**config.mk**
```make
export PLATFORM = sky130hd
export DESIGN_NAME = xbus_master
export DESIGN_NICKNAME = d
export VERILOG_FILES = /design/src/rtl/xbus_pkg.sv /design/src/rtl/xbus_rst_sync.sv /design/src/rtl/xbus_seq.sv /design/src/rtl/xbus_dp.sv /design/src/rtl/xbus_master.sv
export SDC_FILE = /design/constraint.sdc
export NUM_CORES = 1
export LEC_CHECK = 0
export BUFFER_PORTS_ARGS = -buffer_cell sky130_fd_sc_hd__buf_2
export CAP_MARGIN = 20
export CORE_ASPECT_RATIO = 1.5
export CORE_MARGIN = 10
export CORE_UTILIZATION = 45
export CTS_BUF_LIST = sky130_fd_sc_hd__clkbuf_4 sky130_fd_sc_hd__clkbuf_8 sky130_fd_sc_hd__clkbuf_16
export CTS_CLUSTER_SIZE = 8
export DETAILED_ROUTE_END_ITERATION = 8
export HOLD_SLACK_MARGIN = 0.12
export MAX_ROUTING_LAYER = met4
export PLACE_DENSITY = 0.85
export SLEW_MARGIN = 10
export SYNTH_ARGS = -nofsm -noshare
export SYNTH_HDL_FRONTEND = slang
export SYNTH_SLANG_ARGS = --single-unit
```
**constraint.sdc**
```tcl
create_clock -name clk -period 1.3 [get_ports clk]
set_clock_uncertainty 0.15 [all_clocks]
set_input_delay 0.13 -clock clk [delete_from_list [all_inputs] [get_ports clk]]
set_output_delay 0.13 -clock clk [all_outputs]
set_load 0.03 [all_outputs]
```
**src/rtl/xbus_pkg.sv**
```systemverilog
package xbus_pkg;
  typedef enum logic [1:0] {
    ST_IDLE   = 2'd0,
    ST_SETUP  = 2'd1,
    ST_STROBE = 2'd2,
    ST_HOLD   = 2'd3
  } xbus_state_e;
endpackage

```
**src/rtl/xbus_rst_sync.sv**
```systemverilog
module xbus_rst_sync (
  input  logic clk,
  input  logic rst_n,
  output logic rst_sync_n
);
  logic meta_q;
  logic sync_q;

  always_ff @(posedge clk or negedge rst_n) begin
    if (!rst_n) begin
      meta_q <= 1'b0;
      sync_q <= 1'b0;
    end else begin
      meta_q <= 1'b1;
      sync_q <= meta_q;
    end
  end

  assign rst_sync_n = sync_q;
endmodule

```
**src/rtl/xbus_seq.sv**
```systemverilog
module xbus_seq
  import xbus_pkg::*;
#(
  parameter int LEN_W = 4
) (
  input  logic             clk,
  input  logic             rst_n,
  input  logic             req_wr,
  input  logic             req_rd,
  input  logic [LEN_W-1:0] strobe_len,
  output logic             accept,
  output logic             capture,
  output logic             wr_n,
  output logic             rd_n,
  output logic             oe,
  output logic             busy,
  output logic             done
);
  localparam logic [LEN_W-1:0] MIN_LEN = LEN_W'(2);

  xbus_state_e      state_q, state_n;
  logic [LEN_W-1:0] cnt_q, cnt_n;
  logic             op_wr_q, op_wr_n;
  logic             wr_n_q, wr_n_n;
  logic             rd_n_q, rd_n_n;
  logic             oe_q, oe_n;
  logic             done_q, done_n;
  logic [LEN_W-1:0] len_eff;

  assign len_eff = (strobe_len < MIN_LEN) ? MIN_LEN : strobe_len;
  assign accept  = (state_q == ST_IDLE) && (req_wr || req_rd);
  assign capture = (state_q == ST_STROBE) && (cnt_q == '0) && !op_wr_q;

  // next-state logic
  always_comb begin
    state_n = state_q;
    cnt_n   = cnt_q;
    op_wr_n = op_wr_q;
    done_n  = 1'b0;
    unique case (state_q)
      ST_IDLE: begin
        if (accept) begin
          state_n = ST_SETUP;
          op_wr_n = req_wr;
        end
      end
      ST_SETUP: begin
        state_n = ST_STROBE;
        cnt_n   = len_eff - LEN_W'(1);
      end
      ST_STROBE: begin
        if (cnt_q == '0) state_n = ST_HOLD;
        else             cnt_n   = cnt_q - LEN_W'(1);
      end
      ST_HOLD: begin
        state_n = ST_IDLE;
        done_n  = 1'b1;
      end
      default: state_n = ST_IDLE;
    endcase
    wr_n_n = !((state_n == ST_STROBE) && op_wr_n);
    rd_n_n = !((state_n == ST_STROBE) && !op_wr_n);
    oe_n   = op_wr_n && (state_n != ST_IDLE);
  end

  // registers
  always_ff @(posedge clk or negedge rst_n) begin
    if (!rst_n) begin
      state_q <= ST_IDLE;
      cnt_q   <= '0;
      op_wr_q <= 1'b0;
      wr_n_q  <= 1'b1;
      rd_n_q  <= 1'b1;
      oe_q    <= 1'b0;
      done_q  <= 1'b0;
    end else begin
      state_q <= state_n;
      cnt_q   <= cnt_n;
      op_wr_q <= op_wr_n;
      wr_n_q  <= wr_n_n;
      rd_n_q  <= rd_n_n;
      oe_q    <= oe_n;
      done_q  <= done_n;
    end
  end

  assign wr_n = wr_n_q;
  assign rd_n = rd_n_q;
  assign oe   = oe_q;
  assign busy = (state_q != ST_IDLE);
  assign done = done_q;

  p_one_strobe_r2: assert property (@(posedge clk) disable iff (!rst_n)
    !(!wr_n_q && !rd_n_q));

  p_min_width_r11: assert property (@(posedge clk) disable iff (!rst_n)
    ($fell(wr_n_q) || $fell(rd_n_q)) |=> (!wr_n_q || !rd_n_q));

  p_done_pulse_r8: assert property (@(posedge clk) disable iff (!rst_n)
    done_q |=> !done_q);

  p_done_idle_r8: assert property (@(posedge clk) disable iff (!rst_n)
    done_q |-> !busy);
endmodule

```
**src/rtl/xbus_dp.sv**
```systemverilog
module xbus_dp #(
  parameter int DATA_W = 8,
  parameter int ADDR_W = 4
) (
  input  logic              clk,
  input  logic              rst_n,
  input  logic              load,
  input  logic [ADDR_W-1:0] addr_in,
  input  logic [DATA_W-1:0] wdata_in,
  input  logic              capture,
  input  logic [DATA_W-1:0] din,
  output logic [ADDR_W-1:0] addr_q,
  output logic [DATA_W-1:0] wdata_q,
  output logic [DATA_W-1:0] rdata_q
);
  logic [ADDR_W-1:0] addr_n;
  logic [DATA_W-1:0] wdata_n;
  logic [DATA_W-1:0] rdata_n;

  always_comb begin
    addr_n  = load    ? addr_in  : addr_q;
    wdata_n = load    ? wdata_in : wdata_q;
    rdata_n = capture ? din      : rdata_q;
  end

  always_ff @(posedge clk or negedge rst_n) begin
    if (!rst_n) begin
      addr_q  <= '0;
      wdata_q <= '0;
      rdata_q <= '0;
    end else begin
      addr_q  <= addr_n;
      wdata_q <= wdata_n;
      rdata_q <= rdata_n;
    end
  end
endmodule

```
**src/rtl/xbus_master.sv**
```systemverilog
module xbus_master #(
  parameter int DATA_W = 8,
  parameter int ADDR_W = 4,
  parameter int LEN_W  = 4
) (
  input  logic              clk,
  input  logic              rst_n,
  input  logic              req_wr,
  input  logic              req_rd,
  input  logic [ADDR_W-1:0] req_addr,
  input  logic [DATA_W-1:0] req_wdata,
  input  logic [LEN_W-1:0]  strobe_len,
  output logic              busy,
  output logic              done,
  output logic [DATA_W-1:0] rd_data,
  output logic [ADDR_W-1:0] bus_addr,
  output logic [DATA_W-1:0] bus_dout,
  output logic              bus_oe,
  input  logic [DATA_W-1:0] bus_din,
  output logic              bus_wr_n,
  output logic              bus_rd_n
);
  logic rst_sync_n;
  logic accept;
  logic capture;

  xbus_rst_sync u_rst (
    .clk        (clk),
    .rst_n      (rst_n),
    .rst_sync_n (rst_sync_n)
  );

  xbus_seq #(.LEN_W(LEN_W)) u_seq (
    .clk        (clk),
    .rst_n      (rst_sync_n),
    .req_wr     (req_wr),
    .req_rd     (req_rd),
    .strobe_len (strobe_len),
    .accept     (accept),
    .capture    (capture),
    .wr_n       (bus_wr_n),
    .rd_n       (bus_rd_n),
    .oe         (bus_oe),
    .busy       (busy),
    .done       (done)
  );

  xbus_dp #(.DATA_W(DATA_W), .ADDR_W(ADDR_W)) u_dp (
    .clk      (clk),
    .rst_n    (rst_sync_n),
    .load     (accept),
    .addr_in  (req_addr),
    .wdata_in (req_wdata),
    .capture  (capture),
    .din      (bus_din),
    .addr_q   (bus_addr),
    .wdata_q  (bus_dout),
    .rdata_q  (rd_data)
  );

  p_setup_addr_r3: assert property (@(posedge clk) disable iff (!rst_sync_n)
    ($fell(bus_wr_n) || $fell(bus_rd_n)) |-> $stable(bus_addr));

  p_setup_data_r3: assert property (@(posedge clk) disable iff (!rst_sync_n)
    $fell(bus_wr_n) |-> ($past(bus_oe) && $stable(bus_dout)));

  p_hold_wr_r4: assert property (@(posedge clk) disable iff (!rst_sync_n)
    $rose(bus_wr_n) |-> (bus_oe && $stable(bus_addr) && $stable(bus_dout)));

  p_hold_rd_r4: assert property (@(posedge clk) disable iff (!rst_sync_n)
    $rose(bus_rd_n) |-> $stable(bus_addr));

  p_release_r6: assert property (@(posedge clk) disable iff (!rst_sync_n)
    !bus_rd_n |-> !bus_oe);

  p_ignore_r9: assert property (@(posedge clk) disable iff (!rst_sync_n)
    (busy && $past(busy)) |-> $stable(bus_addr));
endmodule

```
==> results of run 1 <==
through the flow:
stage / hold slack, ns / setup TNS, ns / setup slack, ns
2_1_floorplan: -0.316 / -7.75 / -0.428
3_3_place_gp: -0.235 / -7.51 / -0.327
3_5_place_dp: -0.234 / -9.10 / -0.435
4_1_cts: 0.137 / -8.47 / -0.384
5_1_grt: 0.177 / -10.52 / -0.582
6_report: 0.192 / -8.84 / -0.511
how the worst min path moves through the flow:
| stage | cells past startpoint | slack [ns] | endpoint |
|---|---|---|---|
| 2_1_floorplan | 0 | -0.32 | u_rst.meta_q |
| 3_3_place_gp | 1 | -0.23 | u_rst.rst_sync_n |
| 3_5_place_dp | 1 | -0.23 | u_rst.rst_sync_n |
| 4_1_cts | 4 | 0.14 | u_seq.state_q[0] |
| 5_1_grt | 4 | 0.18 | u_seq.oe |
| 6_report | 4 | 0.19 | u_seq.oe |
synth_stat cells, types with 2 or more instances:
| library cell | number |
|---|---|
| inv_1 | 6 |
| nor2_1 | 2 |
| nand2_1 | 4 |
| mux2i_1 | 2 |
| mux2_2 | 20 |
| o22ai_1 | 2 |
| o31ai_1 | 2 |
| a21oi_1 | 2 |
| nand2b_1 | 4 |
| dfstp_2 | 2 |
| ha_1 | 5 |
| o21ai_0 | 3 |
| nand3_1 | 3 |
| dfrtp_1 | 31 |
tightest hold or removal path: cells and delay by family:
| family | cells | cell delay [ns] |
|---|---|---|
| AO/OA/AOI/OAI | 3 | 0.24 |
| buffers and inverters | 1 | 0.20 |
kinds of logic after synthesis:
logic type      Yosys count
xor+xnor                  1
mux                      22
simple gates             19
buf+inv                   9
flops                    33
fa+ha+maj                 5
other cells               1
compound gates           15
flip-flops by register name, indices dropped and copies added, names as in the netlist:
signal,cells
u_seq.oe,1
u_rst.rst_sync_n,1
u_seq.done,1
u_seq.state_q,2
u_dp.addr_q,4
u_seq.rd_n,1
u_dp.wdata_q,8
u_seq.wr_n,1
u_seq.cnt_q,4
u_dp.rdata_q,8
u_seq.op_wr_q,1
u_rst.meta_q,1
metal layers:
metal	GRT usage, %	wire length [µm]
met1	16.0	1910
met2	31.2	2890
met3	5.70	384
met4	11.1	255
met5	-	0
cell type report:
class,count,area share (%)
Tap cell,39,1.86
Clock inverter,3,2.48
Multi-Input combinational cell,64,32.0
Timing Repair Buffer,102,28.3
Inverter,6,1.00
Antenna cell,1,0.0954
Sequential cell,33,31.6
Clock buffer,5,2.62
power by group through the flow:
stage	combinational, µW	sequential [µW]	clock, µW
finish	4650	1850	1140
floorplan	1570	2590	0
CTS	4090	1830	1150
global route	4870	1900	1200
global placement	3230	1790	0
detailed placement	3380	1830	0
what timing repair did:
item,CTS,global route
hold buffers,26,0
gates cloned,0,1
setup buffers,6,4
endpoints found under the hold margin,54,0
pin swaps,9,10
resized for setup,33,17
endpoints found under the setup margin,30,30
==> flow_summary.ini, run 1 <==
[setup_path]
critPathSlowestCell = dfrtp_1
worstPathCellList = inv_2, ha_4, mux2i_2, ha_2, nand2_1, o21ai_1, o22ai_1
r2r_slack_ns = -0.51
crit_path_end_kind = flop
r2r-start = u_seq.state_q[0]
cp_max_fo = 6
cp.depth = 7
critPathTopFamily = adder cells
crit_end = u_seq.cnt_q[1]
rr_worst_depth = 7
crit_type = flop to flop
crit_path_start = u_seq.state_q[0]
cp-start-kind = flop
cp_data_required_time_ns = 1.34
cp.arrival_ns = 1.85
cp_num_buf_inv = 1
r2r_end = u_seq.cnt_q[1]
max_stage_delay_ns = 0.40

[synth]
syn_area_per_cell_um2 = 13.5
ys_seq_area_share_pct = 58.3
syn_nets = 138
synth.distinct_cells = 31
synth_top_family_by_area = multiplexers
muxShareOfSynthArea_pct = 17.3
synthSimpleGateAreaFrac_pct = 9.43
synth_xor_area_share_pct = 0.617
synth_flop_cell = dfrtp_1
synth_cells = 105
synth_area_leaders = dfrtp_1, mux2_2, ha_1
synth-adder-area-share_pct = 4.41
yosysWarnings = 0
synth_edf_count = 0
async_flop_share_pct = 100
yosys.area.top_type_share_pct = 54.6
synth_seq_cells = 33
netlist_area_um2 = 1420
yosysTopAreaCell = dfrtp_1
synth_compound_area_share_pct = 7.14

[timing]
setup_viol_count_final = 30
setup_ws_ns = -0.511
min_period_ns = 1.81
hold_viol_final = 0
max_freq_mhz = 552
rsz0062_at_grt = true
maxSlewViolCount = 0
post-route-period-util_pct = 139

[die]
die-area_um2 = 5850
initial_utilization_pct = 47.8
ios = 53
rows = 24
die-height_um = 88.8
fp.coreArea_um2 = 2970
fp.dieW_um = 65.9

[final_layout]
syn2layout_area_growth_pct = 84.7
layout_common_cells = buf_2, dfrtp_1, dlygate4sd3_1, mux2_4, buf_4
final_common_cell = buf_2
finalNetCount = 245
drive_gt1_share_pct = 64.8
fin_cells = 253
stdcell_area_um2 = 2620
n_fill_cell = 121
multi_input_area_um2 = 840
fin_util_pct = 88.2
seqCellArea_um2 = 828

[min_path]
worstHoldStart = req_rd
min_path_type = input port to flop

[power]
p_total_uw = 7650
p_clk_share_pct = 15.0
swShare_pct = 41.7
powerDensity_nw_per_um2 = 2920
p_sw_uw = 3190
ir_worst_vdd_uv = 2220
p_leak_uw = 0.00129
pwr-share-comb_pct = 60.8
cellInternalPower_uw = 4460
seq_power_share_pct = 24.2

[clock_network]
cts_root_buf = clkbuf_8
cts_buffer_depth = 2
clk_latency_ns = 0.28
cts_tree = done
clock-sinks = 33
cts_max_level = 2
cts_buffers = 5
path_clk_slew_ns = 0.07

[drt]
vias = 1332
final_antenna_net_count = 0
drtIter0Drc = 55
drc = 0
drt_wl_total_um = 5440
vias_per_cell = 5.26
dr.pass1.iters = 4
wl_per_cell_um = 21.5

[status]
violations = setup timing
status = finished, violations left

[flow_run]
cap_violations = 0

[global_route]
grt_pass1_wl_um = 7750
grt_start_max_net_pins = 32
grt_usage_pct = 17.8
grt_pass1_vias = 1611
grt_overflow = 0
grt_antenna_before_repair = 1

[placement]
placed_area_um2 = 1950
place.gp.congestion = 0.759
io_buffers = 52
dp_hpwl_um = 2880
placed_cells = 211
(Power assumes the default switching activity.)
==> run 2, diff against run 1 <==
--- a/config.mk
+++ b/config.mk
@@ -16,7 +16,9 @@
 export HOLD_SLACK_MARGIN = 0.12
 export MAX_ROUTING_LAYER = met4
 export PLACE_DENSITY = 0.85
+export SKIP_LAST_GASP = 1
 export SLEW_MARGIN = 10
 export SYNTH_ARGS = -nofsm -noshare
 export SYNTH_HDL_FRONTEND = slang
 export SYNTH_SLANG_ARGS = --single-unit
+export TNS_END_PERCENT = 5
==> flow_summary.ini, run 2 (synthesis gave the netlist of run 1 again) <==
[status]
status = finished, violations left
violations = setup timing

[timing]
rsz0062_at_grt = true
setup_ws_ns = -0.448
min_period_ns = 1.75
maxSlewViolCount = 0
max_freq_mhz = 572
post-route-period-util_pct = 134
setup_viol_count_final = 30
hold_viol_final = 0

[drt]
drtIter0Drc = 38
dr.pass1.iters = 4
vias = 1217
drc = 0
vias_per_cell = 4.97
final_antenna_net_count = 0
drt_wl_total_um = 4420
wl_per_cell_um = 18.0

[placement]
placed_area_um2 = 1860
dp_hpwl_um = 2850
place.gp.congestion = 0.811
io_buffers = 52
post-place-ws_ns = -0.435

[clock_network]
cts_root_buf = clkbuf_8
clock-sinks = 33
path_clk_slew_ns = 0.07
cts_buffers = 5
cts_max_level = 2
cts_tree = done
cts_buffer_depth = 2
clk_latency_ns = 0.29

[power]
ir_worst_vdd_uv = 2030
p_leak_uw = 0.00112
p_total_uw = 6410
powerDensity_nw_per_um2 = 2740

[final_layout]
largest_registers = u_dp.rdata_q: 8 flops, u_dp.wdata_q: 8 flops
final_common_cell = buf_2
stdcell_area_um2 = 2340
diodes = 0
layout_common_cells = buf_2, dfrtp_1, dlygate4sd3_1, mux2_2, buf_4
syn2layout_area_growth_pct = 64.6
finalNetCount = 238
drive_gt1_share_pct = 54.4

[die]
fp.dieW_um = 65.9
ios = 53
rows = 24
die-height_um = 88.8
die-area_um2 = 5850
initial_utilization_pct = 47.8
fp.coreArea_um2 = 2970

[min_path]
min_path_type = input port to flop

[global_route]
grt_antenna_before_repair = 0
grt_pass1_vias = 1415
grt_start_max_net_pins = 32
grt_pass1_wl_um = 7020
grt_overflow = 0
grt_usage_pct = 16.6

[setup_path]
crit_type = flop to flop
cp_max_fo = 6
cp_data_required_time_ns = 1.32
cp.arrival_ns = 1.77
crit_path_end_kind = flop
cp-start-kind = flop

[flow_run]
cap_violations = 0
[run 2: changes by cell type in the layout (fill, tap and decap cells not counted), sizes merged]
cell	delta
bufinv	-1
o21ai	-1
clkbuf	+2
clkinv	-1
clkinvlp	-1
inv	+1
diode	-1
dlygate4sd3	-1
buf	-5
[run 2: area by class of cell]
cell class	instances	area [µm²]
Sequential cell	33	828
Timing Repair Buffer	96	712
Fill cell	182	636
Clock inverter	1	30.0
Tap cell	39	48.8
Inverter	6	22.5
Multi-Input combinational cell	63	606
Clock buffer	7	90.1
[run 2: path summary, 6_finish.rpt]
| check | start | to | slack, ns | depth (start not counted) |
|---|---|---|---|---|
| max reg2reg | u_seq.state_q[1] | u_seq.cnt_q[1] | -0.45 | 8 |
| min | strobe_len[0] | u_seq.cnt_q[0] | 0.13 | 4 |
| max in group asynchronous | u_rst.rst_sync_n | u_seq.rd_n | 0.14 | 2 |
| min reg2reg | u_rst.meta_q | u_rst.rst_sync_n | 0.22 | 0 |
| max | u_seq.state_q[1] | u_seq.cnt_q[1] | -0.45 | 8 |
| min in group asynchronous | rst_n | u_rst.meta_q | 0.55 | 3 |
[run 2: what timing repair did]
action                     in CTS  in global routing
hold buffers                   25                  0
setup endpoints to repair      30                 30
pin swaps                       5                  3
hold endpoints to repair       52                  0
gates cloned                    1                  0
resized for setup              15                  2
buffers inserted                3                  0
[run 2: metrics by stage]
step                hold slack, ns  TNS (ns)  util [%]  cells
finish                       0.132     -9.60      78.6    245
detailed placement          -0.230     -9.17      62.4    208
global placement            -0.235     -7.20      62.4    208
floorplan                   -0.316     -9.35         -    105
CTS                          0.124     -8.88      78.4    245
global route                 0.151    -11.15      78.6    245
[run 2: per-layer routing]
metal  GRT usage (%)  up-vias  share of wire, %
met5               -        -                 0
met4            5.86        0               1.4
met3            4.81        6               5.6
met2            31.2       43                57
met1            15.2      598                36
li1                -      570                 -
[run 2: worst max-delay path, stage by stage, from the launching register on]
cell and delay (ns):
dfrtp_1 0.41, buf_6 0.13, ha_4 0.17, nor2_1 0.14, a21oi_2 0.06, ha_2 0.32, nand2_1 0.06, o21ai_1 0.09
o22ai_1 0.09
[run 2: where the power goes]
part | total, µW | leakage (µW) | switching, µW | internal [µW]
registers | 1820 | 0.000389 | 288 | 1530
logic | 3570 | 0.000670 | 1980 | 1590
clock network | 1020 | 0.0000619 | 374 | 645
==> run 3, diff against run 2 <==
--- a/config.mk
+++ b/config.mk
@@ -16,6 +16,7 @@
 export HOLD_SLACK_MARGIN = 0.12
 export MAX_ROUTING_LAYER = met4
 export PLACE_DENSITY = 0.85
+export RECOVER_POWER = 25
 export SKIP_LAST_GASP = 1
 export SLEW_MARGIN = 10
 export SYNTH_ARGS = -nofsm -noshare
==> flow_summary.ini, run 3 (synthesis gave the netlist of run 1 again) <==
[global_route]
grt_start_max_net_pins = 32
grt_use_met1_pct = 15.2
grt_pass1_wl_um = 7020
grt_overflow = 0
met2_usage_pct = 31.2
grt_antenna_before_repair = 0
grt_usage_pct = 16.6
grt_pass1_vias = 1415
busiest_layer = met2
use_met3_pct = 4.81

[die]
rows = 24
die-area_um2 = 5850
die-height_um = 88.8
initial_utilization_pct = 47.8
fp.dieW_um = 65.9
ios = 53
fp.coreArea_um2 = 2970

[setup_path]
cp-start-kind = flop
critPathTopFamily = adder cells
cp_max_fo = 6
worstPathCellList = buf_6, ha_4, nor2_1, a21oi_2, ha_2, nand2_1, o21ai_1, o22ai_1
critPathSlowestCell = dfrtp_1
crit_path_end_kind = flop
crit_type = flop to flop
max_stage_delay_ns = 0.41
cp_data_required_time_ns = 1.32
cp.arrival_ns = 1.77
cp_num_buf_inv = 1

[timing]
maxSlewViolCount = 0
post-route-period-util_pct = 135
max_freq_mhz = 571
whs_ns = 0.137
setup_viol_count_final = 30
min_period_ns = 1.75
tns_ns = -9.60
rsz0062_at_grt = true
setup_ws_ns = -0.450
hold_viol_final = 0

[drt]
final_antenna_net_count = 0
wl_per_cell_um = 18.3
vias = 1230
drc = 0
dr.pass1.iters = 4
vias_per_cell = 5.02
drt_wl_total_um = 4480
drtIter0Drc = 43

[clock_network]
cts_buffers = 5
cts_buffer_depth = 2
clock-sinks = 33
clk_latency_ns = 0.29
path_clk_slew_ns = 0.07
cts_tree = done
cts_max_level = 2
cts_root_buf = clkbuf_8

[placement]
place.gp.congestion = 0.811
placed_area_um2 = 1860
dp_hpwl_um = 2850
io_buffers = 52
placed_cells = 208
post-place-ws_ns = -0.435

[final_layout]
largest_registers = u_dp.rdata_q: 8 flops, u_dp.wdata_q: 8 flops
n_fill_cell = 183
fin_cells = 245
finalNetCount = 238
diodes = 0
syn2layout_area_growth_pct = 64.0
stdcell_area_um2 = 2330
multi_input_area_um2 = 606
seqCellArea_um2 = 828
layout_common_cells = buf_2, dfrtp_1, dlygate4sd3_1, mux2_2, buf_4
drive_gt1_share_pct = 54.4
final_common_cell = buf_2

[status]
violations = setup timing
status = finished, violations left

[power]
ir_worst_vdd_uv = 2030
powerDensity_nw_per_um2 = 2750
p_leak_uw = 0.00112

[flow_run]
cap_violations = 0

[min_path]
min_path_type = input port to flop
-- run 3: power by group --
part	switching [µW]	internal [µW]
logic	1980	1590
clock network	373	646
registers	293	1530
-- run 3: layout make-up --
cell class,instances,share of cell area (%)
Sequential cell,33,35.6
Inverter,6,0.967
Tap cell,39,2.10
Multi-Input combinational cell,63,26.0
Clock inverter,1,1.29
Clock buffer,7,3.87
Timing Repair Buffer,96,30.2
-- run 3: tightest hold or removal path, delay by kind of cell --
kind                   cells  cell delay, ns
muxes                      1            0.14
AOI/OAI and AO/OA          2            0.17
buffers and inverters      1            0.09
-- run 3: worst paths after layout --
kind / slack (ns) / cells past startpoint / start / end
hold reg to reg: 0.22 / 0 / u_rst.meta_q / u_rst.rst_sync_n
setup reg to reg: -0.45 / 8 / u_seq.state_q[1] / u_seq.cnt_q[1]
max in group asynchronous: 0.10 / 2 / u_rst.rst_sync_n / u_seq.rd_n
hold / removal: 0.14 / 4 / strobe_len[1] / u_seq.cnt_q[0]
min in group asynchronous: 0.55 / 3 / rst_n / u_rst.meta_q
setup / recovery: -0.45 / 8 / u_seq.state_q[1] / u_seq.cnt_q[1]
-- run 3: timing repair --
action | in CTS | in global routing
resized for setup | 15 | 2
gates cloned | 1 | 0
buffers inserted | 3 | 0
endpoints found under the hold margin | 52 | 0
pin swaps | 5 | 3
endpoints found under the setup margin | 30 | 30
hold buffers | 25 | 0
-- run 3: metrics by stage --
step                util (%)  total power [µW]
global route            78.3              6720
floorplan                  -              3810
finish                  78.3              6410
detailed placement      62.4              4860
global placement        62.4              4690
CTS                     78.4              6300
-- run 3: per-layer routing --
layer	vias to the layer above	routed length, µm
met5	-	0
met4	0	61
met3	6	266
met2	45	2580
met1	610	1570
li1	569	-
